--- config.mk ---
export PLATFORM = sky130hd
export DESIGN_NAME = dma_req_channel
export DESIGN_NICKNAME = d
export VERILOG_FILES = /design/src/rtl/dma_chan_pkg.sv /design/src/rtl/dma_addr_unit.sv /design/src/rtl/dma_word_counter.sv /design/src/rtl/dma_word_seq.sv /design/src/rtl/dma_req_channel.sv
export SDC_FILE = /design/constraint.sdc
export NUM_CORES = 1
export LEC_CHECK = 0
export ABC_AREA = 1
export BUFFER_PORTS_ARGS = -buffer_cell sky130_fd_sc_hd__buf_2
export CAP_MARGIN = 20
export CORE_ASPECT_RATIO = 2
export CORE_MARGIN = 5
export CORE_UTILIZATION = 45
export CTS_BUF_LIST = sky130_fd_sc_hd__clkbuf_4 sky130_fd_sc_hd__clkbuf_8
export DETAILED_ROUTE_END_ITERATION = 8
export PLACE_DENSITY_LB_ADDON = 0.08
export SYNTH_ARGS = -nofsm -noshare
export SYNTH_HDL_FRONTEND = slang
export SYNTH_SLANG_ARGS = --single-unit
--- constraint.sdc ---
create_clock -name clk -period 6.2 [get_ports clk]
set_clock_uncertainty 0.15 [all_clocks]
set_input_delay 0.31 -clock clk [delete_from_list [all_inputs] [get_ports clk]]
set_output_delay 0.31 -clock clk [all_outputs]
set_load 0.02 [all_outputs]
--- src/rtl/dma_chan_pkg.sv ---
package dma_chan_pkg;

  localparam int CW      = 24;
  localparam int NUM_REQ = 32;

  localparam logic [1:0] SEL_CTRL = 2'd0;
  localparam logic [1:0] SEL_SRC  = 2'd1;
  localparam logic [1:0] SEL_DST  = 2'd2;
  localparam logic [1:0] SEL_CNT  = 2'd3;

  localparam logic [2:0] AMODE_INC = 3'b101;

  typedef enum logic [1:0] {
    PH_IDLE  = 2'd0,
    PH_READ  = 2'd1,
    PH_WRITE = 2'd2
  } phase_t;

  typedef struct packed {
    logic       en;
    logic       irq_en;
    logic       keep_en;
    logic [4:0] req_sel;
    logic       dst_inc;
    logic       src_inc;
    logic [1:0] dst_space;
    logic [1:0] src_space;
  } ctrl_t;

  function automatic ctrl_t decode_ctrl(input logic [CW-1:0] w);
    ctrl_t c;
    c.en        = w[23];
    c.irq_en    = w[22];
    c.keep_en   = w[21];
    c.req_sel   = w[15:11];
    c.dst_inc   = (w[9:7] == AMODE_INC);
    c.src_inc   = (w[6:4] == AMODE_INC);
    c.dst_space = w[3:2];
    c.src_space = w[1:0];
    return c;
  endfunction

endpackage

--- src/rtl/dma_addr_unit.sv ---
module dma_addr_unit #(
  parameter int AW = 24
) (
  input  logic          clk,
  input  logic          rst_n,
  input  logic          load,
  input  logic [AW-1:0] load_val,
  input  logic          step,
  output logic [AW-1:0] addr
);
  logic [AW-1:0] addr_q, addr_nxt;
  logic          addr_ce;

  always_comb begin
    addr_ce  = load | step;
    addr_nxt = load ? load_val : addr_q + AW'(1);
  end

  always_ff @(posedge clk or negedge rst_n) begin
    if (!rst_n)       addr_q <= '0;
    else if (addr_ce) addr_q <= addr_nxt;
  end

  assign addr = addr_q;
endmodule

--- src/rtl/dma_word_counter.sv ---
module dma_word_counter #(
  parameter int CNTW = 24
) (
  input  logic            clk,
  input  logic            rst_n,
  input  logic            load,
  input  logic [CNTW-1:0] load_val,
  input  logic            dec,
  output logic            last
);
  logic [CNTW-1:0] cnt_q, cnt_nxt;
  logic            cnt_ce;

  always_comb begin
    cnt_ce  = load | (dec & (cnt_q != '0));
    cnt_nxt = load ? load_val : cnt_q - CNTW'(1);
  end

  always_ff @(posedge clk or negedge rst_n) begin
    if (!rst_n)      cnt_q <= '0;
    else if (cnt_ce) cnt_q <= cnt_nxt;
  end

  assign last = (cnt_q == '0);
endmodule

--- src/rtl/dma_word_seq.sv ---
module dma_word_seq
  import dma_chan_pkg::*;
(
  input  logic clk,
  input  logic rst_n,
  input  logic start,
  output logic in_read,
  output logic in_write,
  output logic idle
);
  phase_t ph_q, ph_nxt;

  always_comb begin
    ph_nxt = ph_q;
    unique case (ph_q)
      PH_IDLE:  if (start) ph_nxt = PH_READ;
      PH_READ:  ph_nxt = PH_WRITE;
      PH_WRITE: ph_nxt = PH_IDLE;
      default:  ph_nxt = PH_IDLE;
    endcase
  end

  always_ff @(posedge clk or negedge rst_n) begin
    if (!rst_n) ph_q <= PH_IDLE;
    else        ph_q <= ph_nxt;
  end

  assign in_read  = (ph_q == PH_READ);
  assign in_write = (ph_q == PH_WRITE);
  assign idle     = (ph_q == PH_IDLE);
endmodule

--- src/rtl/dma_req_channel.sv ---
module dma_req_channel
  import dma_chan_pkg::*;
#(
  parameter int DATA_W = 24
) (
  input  logic              clk,
  input  logic              rst_n,
  input  logic              cfg_we,
  input  logic [1:0]        cfg_sel,
  input  logic [CW-1:0]     cfg_wdata,
  input  logic [NUM_REQ-1:0] req_lines,
  output logic              rd_en,
  output logic [1:0]        rd_space,
  output logic [CW-1:0]     rd_addr,
  input  logic [DATA_W-1:0] rd_data,
  output logic              wr_en,
  output logic [1:0]        wr_space,
  output logic [CW-1:0]     wr_addr,
  output logic [DATA_W-1:0] wr_data,
  output logic              done_o,
  output logic              irq_o,
  output logic              ch_enable,
  output logic              active_o
);
  localparam int NSIDE = 2;

  // reset synchronizer: assert asynchronously, release on clock
  logic rst_meta, rst_sync_n;
  always_ff @(posedge clk or negedge rst_n) begin
    if (!rst_n) begin
      rst_meta   <= 1'b0;
      rst_sync_n <= 1'b0;
    end else begin
      rst_meta   <= 1'b1;
      rst_sync_n <= rst_meta;
    end
  end

  logic [CW-1:0] ctrl_q, ctrl_nxt;
  ctrl_t         ctl;
  logic          armed_q, armed_nxt;
  logic          irq_q, irq_nxt;
  logic          done_q, done_nxt;
  logic          ctrl_wr, cnt_wr;
  logic          in_read, in_write, idle, start, req_hit;
  logic          last, run_end;
  logic [NSIDE-1:0]         side_load, side_step;
  logic [NSIDE-1:0][CW-1:0] side_addr;
  logic          unused_bits;

  assign ctl         = decode_ctrl(ctrl_q);
  assign unused_bits = ^{ctrl_q[20:16], ctrl_q[10]};

  assign ctrl_wr = cfg_we & (cfg_sel == SEL_CTRL);
  assign cnt_wr  = cfg_we & (cfg_sel == SEL_CNT);
  assign req_hit = req_lines[ctl.req_sel];
  assign start   = armed_q & idle & req_hit;
  assign run_end = in_write & last;

  // control word, armed flag, interrupt and done pulse
  always_comb begin
    ctrl_nxt  = ctrl_q;
    armed_nxt = armed_q;
    irq_nxt   = irq_q;
    done_nxt  = run_end;
    if (ctrl_wr) begin
      ctrl_nxt  = cfg_wdata;
      armed_nxt = cfg_wdata[23];
      irq_nxt   = 1'b0;
    end else if (run_end) begin
      armed_nxt = 1'b0;
      if (!ctl.keep_en) ctrl_nxt[23] = 1'b0;
      if (ctl.irq_en)   irq_nxt      = 1'b1;
    end
  end

  always_ff @(posedge clk or negedge rst_sync_n) begin
    if (!rst_sync_n) begin
      ctrl_q  <= '0;
      armed_q <= 1'b0;
      irq_q   <= 1'b0;
      done_q  <= 1'b0;
    end else begin
      ctrl_q  <= ctrl_nxt;
      armed_q <= armed_nxt;
      irq_q   <= irq_nxt;
      done_q  <= done_nxt;
    end
  end

  // address units: index 0 source, index 1 destination
  genvar gs;
  generate
    for (gs = 0; gs < NSIDE; gs++) begin : g_side
      logic inc_mode;
      assign inc_mode      = (gs == 0) ? ctl.src_inc : ctl.dst_inc;
      assign side_load[gs] = cfg_we & (cfg_sel == ((gs == 0) ? SEL_SRC : SEL_DST));
      assign side_step[gs] = in_write & inc_mode;
      dma_addr_unit #(.AW(CW)) i_addr (
        .clk      (clk),
        .rst_n    (rst_sync_n),
        .load     (side_load[gs]),
        .load_val (cfg_wdata),
        .step     (side_step[gs]),
        .addr     (side_addr[gs])
      );
    end
  endgenerate

  dma_word_counter #(.CNTW(CW)) i_cnt (
    .clk      (clk),
    .rst_n    (rst_sync_n),
    .load     (cnt_wr),
    .load_val (cfg_wdata),
    .dec      (in_write),
    .last     (last)
  );

  dma_word_seq i_seq (
    .clk      (clk),
    .rst_n    (rst_sync_n),
    .start    (start),
    .in_read  (in_read),
    .in_write (in_write),
    .idle     (idle)
  );

  assign rd_en     = in_read;
  assign rd_space  = ctl.src_space;
  assign rd_addr   = side_addr[0];
  assign wr_en     = in_write;
  assign wr_space  = ctl.dst_space;
  assign wr_addr   = side_addr[1];
  assign wr_data   = rd_data;
  assign done_o    = done_q;
  assign irq_o     = irq_q;
  assign ch_enable = ctrl_q[23];
  assign active_o  = armed_q;
endmodule

==> key figures, run 1 <==
Outcome
  – Status: complete, no violations

Power
  – Peak supply drop: 0.144 mV
  – P_sw: 1.08 mW
  – Switching share of power: 44.6%
  – Clock power share: 18.8%
  – Share of power burned in registers: 41.9%
  – Power per cell area: 334 nW/um2
  – Logic pwr share: 39.3%
  – Internal cell power: 1.34 mW
  – Leak pwr: 3.63 nW

Clock network
  – CTS clk-pin slew, worst paths: 0.10 ns
  – CTS sink cnt: 97
  – Total CTS buffers: 9
  – H-tree levels: 3
  – Post-CTS Setup Inserts: 0
  – CTS Buffer Depth: 2
  – Worst skew pair latency: 0.39 ns
  – TritonCTS clock tree: done
  – Clk root buf: clkbuf_8

Logic synthesis
  – Net Count, Synth: 1025
  – Most used DFF post-synth: dfrtp_1
  – Cell count after synthesis: 936
  – Post-synth EDFFs: 0
  – Synth top area cells: dfrtp_1, nand2_1, nand3_1
  – Mean Syn Cell Area: 6.93 um2
  – Register area share after synthesis: 37.4%
  – Post-synth top cells: nand2_1, inv_1, dfrtp_1, nor2_1, nand3_1
  – Synth area leader: dfrtp_1
  – Mapped Area: 6480 um2
  – Synth top area share: 37.4%
  – Yosys reg bits: 97
  – Netlist cell types: 38
  – Async set-reset flop share out of synthesis: 100%
  – Syn. warnings: 0
  – Top-count cell post-synth: nand2_1

Worst setup path
  – CP arrival: 2.39 ns
  – Crit path kind: flip-flop to flip-flop
  – Startpoint types: flip-flop
  – CP endpoint kind: flip-flop
  – Worst Path Required: 6.32 ns
  – Crit-path max FO: 13

Global route
  – Total grt overflow: 0
  – Tot GR Track Use: 25.1%
  – Initial antenna violation count: 0
  – Number of global-route vias before repair: 6357
  – Largest net degree at the start of global routing: 72
  – First-pass GRT wire length: 32800 um

Place
  – Final Wtd Congestion: 0.903
  – IO Port Bufs: 118
  – Dpl hpwl: 16000 um
  – Worst slack at placement: 3.80 ns

Final layout
  – Number of diodes: 0
  – Fraction of layout cells with a size suffix above 1: 16.2%
  – Final nets: 1111
  – Fill count: 1596
  – Area Growth Syn to Fin: 11.7%

Die
  – Die Area: 17100 um2
  – Die extent in y: 180 um
  – Chip width: 94.9 um
  – Initial Util: 45.4%
  – I/O pins: 167
  – Row Count: 62
  – Core area: 14300 um2

STA
  – Max-slew headroom: 38.2%
  – Total Neg Setup Slack: 0 ns
  – Max Transition Viols Final: 0
  – Final setup margin: 3.93 ns
  – Fin crit period: 2.27 ns
  – Max Clock Freq: 441 MHz
  – Fin. Hold Viols: 0
  – Worst-Margin Slew: 0.927 ns
  – Final setup viols: 0
  – Fin crit share: 36.6%
  – RSZ-0062 raised after global routing: no

Route
  – Drt first pass iters: 5
  – Avg WL per Cell: 17.1 um
  – Routed Wire Length: 20800 um
  – Post-DRT Antenna Nets: 0
  – Initial DRC count: 288
  – Vias per inst: 5.14
  – Via count: 6270
  – Remaining DRCs: 0

Flow run
  – Max-cap check violation count: 0

Worst hold path
  – Hold Crit Class: input port to flip-flop
critical path, cell delays in order (launching register included):
cell and delay (ns):
dfrtp_1 0.39, inv_1 0.09, nand2_1 0.11, inv_2 0.17
nand3_1 0.15, nand2_1 0.40, inv_1 0.35, nand2_1 0.12
o21ai_0 0.07, o21bai_1 0.16
stage by stage:
stage	instance area, um2	instances	total power, mW	hold WS, ns	utilization [%]
final	7240	1219	2.42	0.0218	50.7
after global routing	7240	1219	2.61	0.0162	50.7
after CTS	7240	1219	2.44	0.00424	50.7
after detailed placement	7010	1201	1.97	-0.0546	49.1
after global placement	7010	1201	1.97	-0.0555	49.1
after floorplan	6480	936	1.70	-0.136	-
kinds of logic (layout without fill, tap and decap cells):
group / Yosys count / count (layout) / synth area share (%)
flops: 97 / 97 / 37.4
other cells: 1 / 1 / 0.0578
buf+inv: 154 / 245 / 11.3
compound gates: 77 / 77 / 7.64
fa+ha+maj: 4 / 4 / 0.772
simple gates: 561 / 561 / 37.1
xor+xnor: 42 / 42 / 5.67
sequential cells by signal, indices dropped and copies added, names as in the netlist:
| register | cells |
|---|---|
| active_o | 1 |
| done_o | 1 |
| i_seq.ph_q | 2 |
| rst_sync_n | 1 |
| ctrl_q | 18 |
| g_side.i_addr.addr | 48 |
| i_cnt.cnt_q | 24 |
| irq_o | 1 |
| rst_meta | 1 |
layout by cell type (no fill, tap or decap), drive strengths merged, types with 10 or more instances in the layout:
master  Yosys  final
dfrtp      97     97
xnor2      13     13
clkbuf      5     10
nor3       10     10
o21ai      34     34
o221ai     14     14
nand2     331    331
inv       103    105
o22ai      10     10
nand3      97     97
buf        43    121
nor2      104    104
xor2       29     29
nand4      14     14
metal layers:
layer  share of wire [%]  GRT usage, %
met5                   0             0
met4                 6.5          14.9
met3                 4.8          3.26
met2                  52          44.7
met1                  37          27.3
power groups by stage:
stage	clock network, mW	logic [mW]	registers, mW
finish	0.456	0.949	1.01
global placement	0	0.946	1.02
floorplan	0	0.649	1.05
CTS	0.473	0.958	1.01
global route	0.495	1.07	1.04
detailed placement	0	0.953	1.02
what timing repair did:
action                    4_1_cts  5_1_grt
hold endpoints to repair        3        0
hold buffers                    2        0
gates resized for setup         0        0
final timing paths:
check | cells after the start | startpoint | slack [ns] | endpoint
setup reg to reg | 9 | i_seq.ph_q[0] | 3.93 | g_side[1].i_addr.addr[16]
hold reg to reg | 0 | rst_sync_n | 0.10 | g_side[1].i_addr.addr[23]
min in group asynchronous | 2 | rst_n | 0.09 | rst_sync_n
setup / recovery | 9 | i_seq.ph_q[0] | 3.93 | g_side[1].i_addr.addr[16]
hold / removal | 3 | cfg_wdata[20] | 0.02 | i_cnt.cnt_q[20]
max in group asynchronous | 1 | rst_sync_n | 4.54 | g_side[0].i_addr.addr[17]
final cells by class:
cell class,instances,area [um2],share of cell area [%]
clock buffers,10,138,1.90
clock inverters,6,73.8,1.02
inverters,106,403,5.57
multi-input cells,685,3320,45.9
flip-flops and latches,97,2430,33.6
well taps,192,240,3.32
repair buffers,123,633,8.75
No activity file was read; power rests on OpenSTA's default activity.
==> run 2: changes to the inputs <==
- clock period: 6.2 -> 2.2 ns (I/O delays scaled with it)
==> key figures, run 2 (synthesized netlist as in run 1, its figures left out) <==
Power
  – Power per cell area: 895 nW/um2
  – Peak supply drop: 0.414 mV
  – Leak pwr: 3.77 nW

Worst setup path
  – Startpoint types: flip-flop
  – CP max stage cell: dfrtp_1
  – Cell count along the critical path: 8
  – Delay-heaviest family, CP: simple AND/OR/NAND/NOR gates
  – Worst Path Required: 2.33 ns
  – CP endpoint kind: flip-flop
  – Crit path kind: flip-flop to flip-flop
  – RR Startpoint: i_cnt.cnt_q[6]
  – Critical path cell sequence: nor2_1 > nand2_1 > nor2_1 > nand2_1 > nor2_1 > nand2_1 > nand3_1 > nand3_1
  – Buffers and inverters on the worst path: 0
  – Worst Reg-to-Reg Cells: 8
  – Slowest stage delay, CP: 0.44 ns
  – Crit. Startpoint: i_cnt.cnt_q[6]
  – CP arrival: 2.12 ns
  – Crit-path max FO: 4

Global route
  – First-pass GRT wire length: 33500 um
  – Number of global-route vias before repair: 6462
  – Initial antenna violation count: 0
  – Total grt overflow: 0
  – Largest net degree at the start of global routing: 55
  – Tot GR Track Use: 25.9%

Final layout
  – Fraction of layout cells with a size suffix above 1: 16.6%
  – Number of diodes: 0
  – Area Growth Syn to Fin: 16.6%
  – Final Util: 53.0%
  – Most frequent cells in the layout: nand2_1, buf_2, inv_1
  – Most common cell after layout, fill and taps aside: nand2_1
  – Final nets: 1148
  – Max reg flops: 48

Route
  – Vias per inst: 5.10
  – Via count: 6411
  – Remaining DRCs: 0
  – Drt first pass iters: 5
  – Initial DRC count: 223
  – Routed Wire Length: 21400 um
  – Post-DRT Antenna Nets: 0
  – Avg WL per Cell: 17.0 um

STA
  – Fin crit period: 1.99 ns
  – Max-slew headroom: 63.8%
  – RSZ-0062 raised after global routing: no
  – Max Transition Viols Final: 0
  – Max Clock Freq: 503 MHz
  – Worst-Margin Slew: 0.543 ns
  – Final setup viols: 0
  – Fin crit share: 90.3%
  – Fin. Hold Viols: 0
  – Total Neg Setup Slack: 0 ns

Clock network
  – Total CTS buffers: 9
  – TritonCTS clock tree: done
  – CTS clk-pin slew, worst paths: 0.11 ns
  – Number of gates resized after CTS: 0
  – CTS Buffer Depth: 2
  – Worst skew pair latency: 0.38 ns
  – CTS sink cnt: 97
  – Clk root buf: clkbuf_8
  – H-tree levels: 3

Die
  – Die extent in y: 180 um
  – Row Count: 62
  – Die Area: 17100 um2
  – Core area: 14300 um2
  – I/O pins: 167
  – Initial Util: 45.4%
  – Chip width: 94.9 um

Flow run
  – Max-cap check violation count: 0

Place
  – Dpl hpwl: 16400 um
  – IO Port Bufs: 118
  – Final Wtd Congestion: 0.935

Worst hold path
  – Hold Crit Class: input port to output port
  – Hold depth: 0
  – Hold_sp: rd_data[10]

Outcome
  – Status: complete, no violations
run 2: changes by cell type in the layout (fill, tap and decap cells not counted), moves of 2 or more:
cell / delta
dlygate4sd3_1: +26
buf_4: +10
clkinv_2: +2
clkinv_4: -2
clkinvlp_4: +2
run 2: where the power goes:
group	switching (mW)	internal, mW	total [mW]
clock network	0.708	0.422	1.13
logic	1.80	1.02	2.82
registers	0.575	2.25	2.82
run 2: final timing paths:
check	to	slack (ns)
setup / recovery	i_cnt.cnt_q[19]	0.21
hold reg to reg	g_side[1].i_addr.addr[21]	0.16
hold / removal	wr_data[10]	0.07
max in group asynchronous	irq_o	1.24
setup reg to reg	i_cnt.cnt_q[19]	0.21
min in group asynchronous	g_side[1].i_addr.addr[21]	0.16
run 2: cell type report:
type	instances	area [um2]
clock buffer	9	124
clock inverter	7	53.8
fill	1555	6710
inverter	106	403
multi-input combinational	685	3320
sequential	97	2430
tap	192	240
timing repair buffer	160	988
run 2: per-stage QoR:
| stage | power (mW) | hold WS, ns | worst slack (ns) | area [um2] | std cells |
|---|---|---|---|---|---|
| detailed placement | 5.62 | -0.255 | 0.257 | 7100 | 1212 |
| CTS | 6.80 | 0.0427 | 0.244 | 7560 | 1256 |
| global route | 7.30 | 0.0700 | 0.0489 | 7560 | 1256 |
| floorplan | 4.79 | -0.336 | 0.419 | 6480 | 936 |
| finish | 6.77 | 0.0700 | 0.213 | 7560 | 1256 |
| global placement | 5.59 | -0.255 | 0.255 | 7100 | 1212 |
run 2: worst register-to-register path: stages (launching register included):
cell,delay (ns)
dfrtp_1,0.44
nor2_1,0.25
nand2_1,0.09
nor2_1,0.36
nand2_1,0.20
nor2_1,0.18
nand2_1,0.08
nand3_1,0.08
nand3_1,0.06
run 2: layer usage:
metal  vias up  part of all wire [%]  GRT usage (%)
met2       196                    53           46.2
li1       3198                     -              -
met4         0                   5.7           15.1
met3        52                   4.8           3.14
met1      2965                    37           28.4
met5         -                     0              0
run 2: what timing repair did:
action                                 in CTS  in global routing
buffers inserted                            0                  0
hold buffers                               28                  0
endpoints found under the hold margin      61                  0
setup endpoints to repair                   0                  0
==> run 3: changes to the inputs <==
- clock period: 2.2 -> 2.3 ns (I/O delays scaled with it)
==> key figures, run 3 (synthesized netlist as in run 1, its figures left out) <==
Outcome
  – Status: complete, no violations

Route
  – Via count: 6332
  – Initial DRC count: 238
  – Post-DRT Antenna Nets: 0
  – Avg WL per Cell: 17.0 um
  – Remaining DRCs: 0
  – Routed Wire Length: 21300 um
  – Vias per inst: 5.07
  – Drt first pass iters: 5

Place
  – Cells after DPL: 1207
  – Final Wtd Congestion: 0.944
  – Dpl hpwl: 16300 um
  – IO Port Bufs: 118

Final layout
  – Most frequent cells in the layout: nand2_1, buf_2, inv_1
  – Max reg flops: 48
  – Register area: 2430 um2
  – Fill count: 1537
  – Multi-input gate area: 3320 um2
  – Number of diodes: 0
  – Final nets: 1141
  – Final Non-Filler Cells: 1249
  – Fraction of layout cells with a size suffix above 1: 16.3%
  – Most common cell after layout, fill and taps aside: nand2_1
  – Area Growth Syn to Fin: 16.6%

STA
  – Max Clock Freq: 500 MHz
  – Max Transition Viols Final: 0
  – Max-slew headroom: 66.0%
  – Final hold slack: 0.0675 ns
  – Fin. Hold Viols: 0
  – Fin crit period: 2.00 ns
  – Total Neg Setup Slack: 0 ns
  – Final setup viols: 0
  – RSZ-0062 raised after global routing: no
  – Worst-Margin Slew: 0.508 ns
  – Fin crit share: 87.0%

Clock network
  – TritonCTS clock tree: done
  – Worst skew pair latency: 0.40 ns
  – Clk root buf: clkbuf_8
  – CTS Buffer Depth: 2
  – CTS sink cnt: 97
  – CTS clk-pin slew, worst paths: 0.11 ns
  – Total CTS buffers: 9
  – Post-CTS Setup Inserts: 0
  – H-tree levels: 3

Die
  – Die extent in y: 180 um
  – Core area: 14300 um2
  – Chip width: 94.9 um
  – Initial Util: 45.4%
  – I/O pins: 167
  – Row Count: 62
  – Die Area: 17100 um2

Worst setup path
  – Crit-path max FO: 7
  – Critical path cell sequence: ha_1 > nand2_1 > inv_1 > nand2_1 > nor2_1 > nand3_1 > xor2_1 > o21bai_1
  – Crit path kind: flip-flop to flip-flop
  – CP max stage cell: dfrtp_1
  – CP arrival: 2.18 ns
  – Startpoint types: flip-flop
  – Worst Reg-to-Reg Cells: 8
  – Slowest stage delay, CP: 0.55 ns
  – Cell mode on critical path: nand2_1
  – CP endpoint kind: flip-flop
  – RR Startpoint: g_side[0].i_addr.addr[0]
  – Worst Path Required: 2.47 ns
  – Reg-to-Reg End: g_side[0].i_addr.addr[16]
  – Worst R2R Setup Slack: 0.30 ns

Worst hold path
  – Hold depth: 4
  – Hold Crit Class: input port to flip-flop
  – Worst Hold End: i_cnt.cnt_q[10]
  – Hold_sp: cfg_we

Power
  – Leak pwr: 3.77 nW
  – Peak supply drop: 0.355 mV
  – Power per cell area: 885 nW/um2

Global route
  – Initial antenna violation count: 0
  – Tot GR Track Use: 25.5%
  – Total grt overflow: 0
  – Number of global-route vias before repair: 6419
  – First-pass GRT wire length: 33000 um
  – Largest net degree at the start of global routing: 45

Flow run
  – Max-cap check violation count: 0
[run 3: changes by cell type in the layout (fill, tap and decap cells not counted), sizes merged]
cell,previous run,this run
bufinv,0,2
buf,132,127
dlygate4sd3,28,26
clkinv,6,3
clkinvlp,2,1
inv,105,107
[run 3: report_power, final]
group / switching (mW) / leakage [nW] / internal, mW / total, mW
sequential: 0.564 / 1.21 / 2.15 / 2.71
combinational: 1.68 / 2.45 / 0.956 / 2.63
clock: 0.707 / 0.116 / 0.640 / 1.35
total: 2.95 / 3.77 / 3.74 / 6.69
[run 3: worst max-delay path, delay by kind of cell (launching register included)]
kind,cells,cell delay [ns]
XOR/XNOR,1,0.15
buffers and inverters,1,0.07
adder cells (fa/ha/maj),1,0.31
AO/OA/AOI/OAI,1,0.13
AND/OR/NAND/NOR,4,0.58
flip-flops,1,0.55
[run 3: layer usage]
metal  global-route usage, %  vias to the layer above  part of all wire (%)
li1                        -                     3179                     -
met2                    45.4                      177                    54
met1                    27.5                     2923                    36
met3                    3.64                       53                   4.4
met5                       0                        -                     0
met4                    15.2                        0                   5.8
[run 3: cell type report]
type | instances | share of cell area [%]
clock buffer | 9 | 1.64
clock inverter | 7 | 1.46
inverter | 106 | 5.33
multi-input combinational | 685 | 43.9
sequential | 97 | 32.2
tap | 192 | 3.18
timing repair buffer | 153 | 12.3
[run 3: per-stage QoR]
stage | cell area (um2) | power, mW | setup slack, ns | utilization [%]
after floorplan | 6480 | 4.58 | 0.519 | -
after global placement | 7070 | 5.32 | 0.358 | 49.5
after detailed placement | 7070 | 5.34 | 0.327 | 49.5
after CTS | 7560 | 6.73 | 0.312 | 53.0
after global routing | 7560 | 7.18 | 0.183 | 53.0
final | 7560 | 6.69 | 0.298 | 53.0
[run 3: how the worst max path moves through the flow]
stage                                   from                         to  depth (start not counted)
floorplan                         rst_sync_n                   active_o                          0
global placement    g_side[0].i_addr.addr[0]  g_side[0].i_addr.addr[16]                          8
detailed placement             i_seq.ph_q[0]  g_side[0].i_addr.addr[10]                          9
CTS                 g_side[0].i_addr.addr[0]  g_side[0].i_addr.addr[16]                          8
global route        g_side[0].i_addr.addr[0]  g_side[0].i_addr.addr[16]                          8
finish              g_side[0].i_addr.addr[0]  g_side[0].i_addr.addr[16]                          8
[run 3: timing repair]
action,in CTS,in global routing
hold endpoints to repair,63,0
hold buffers,26,0
gates resized for setup,0,0
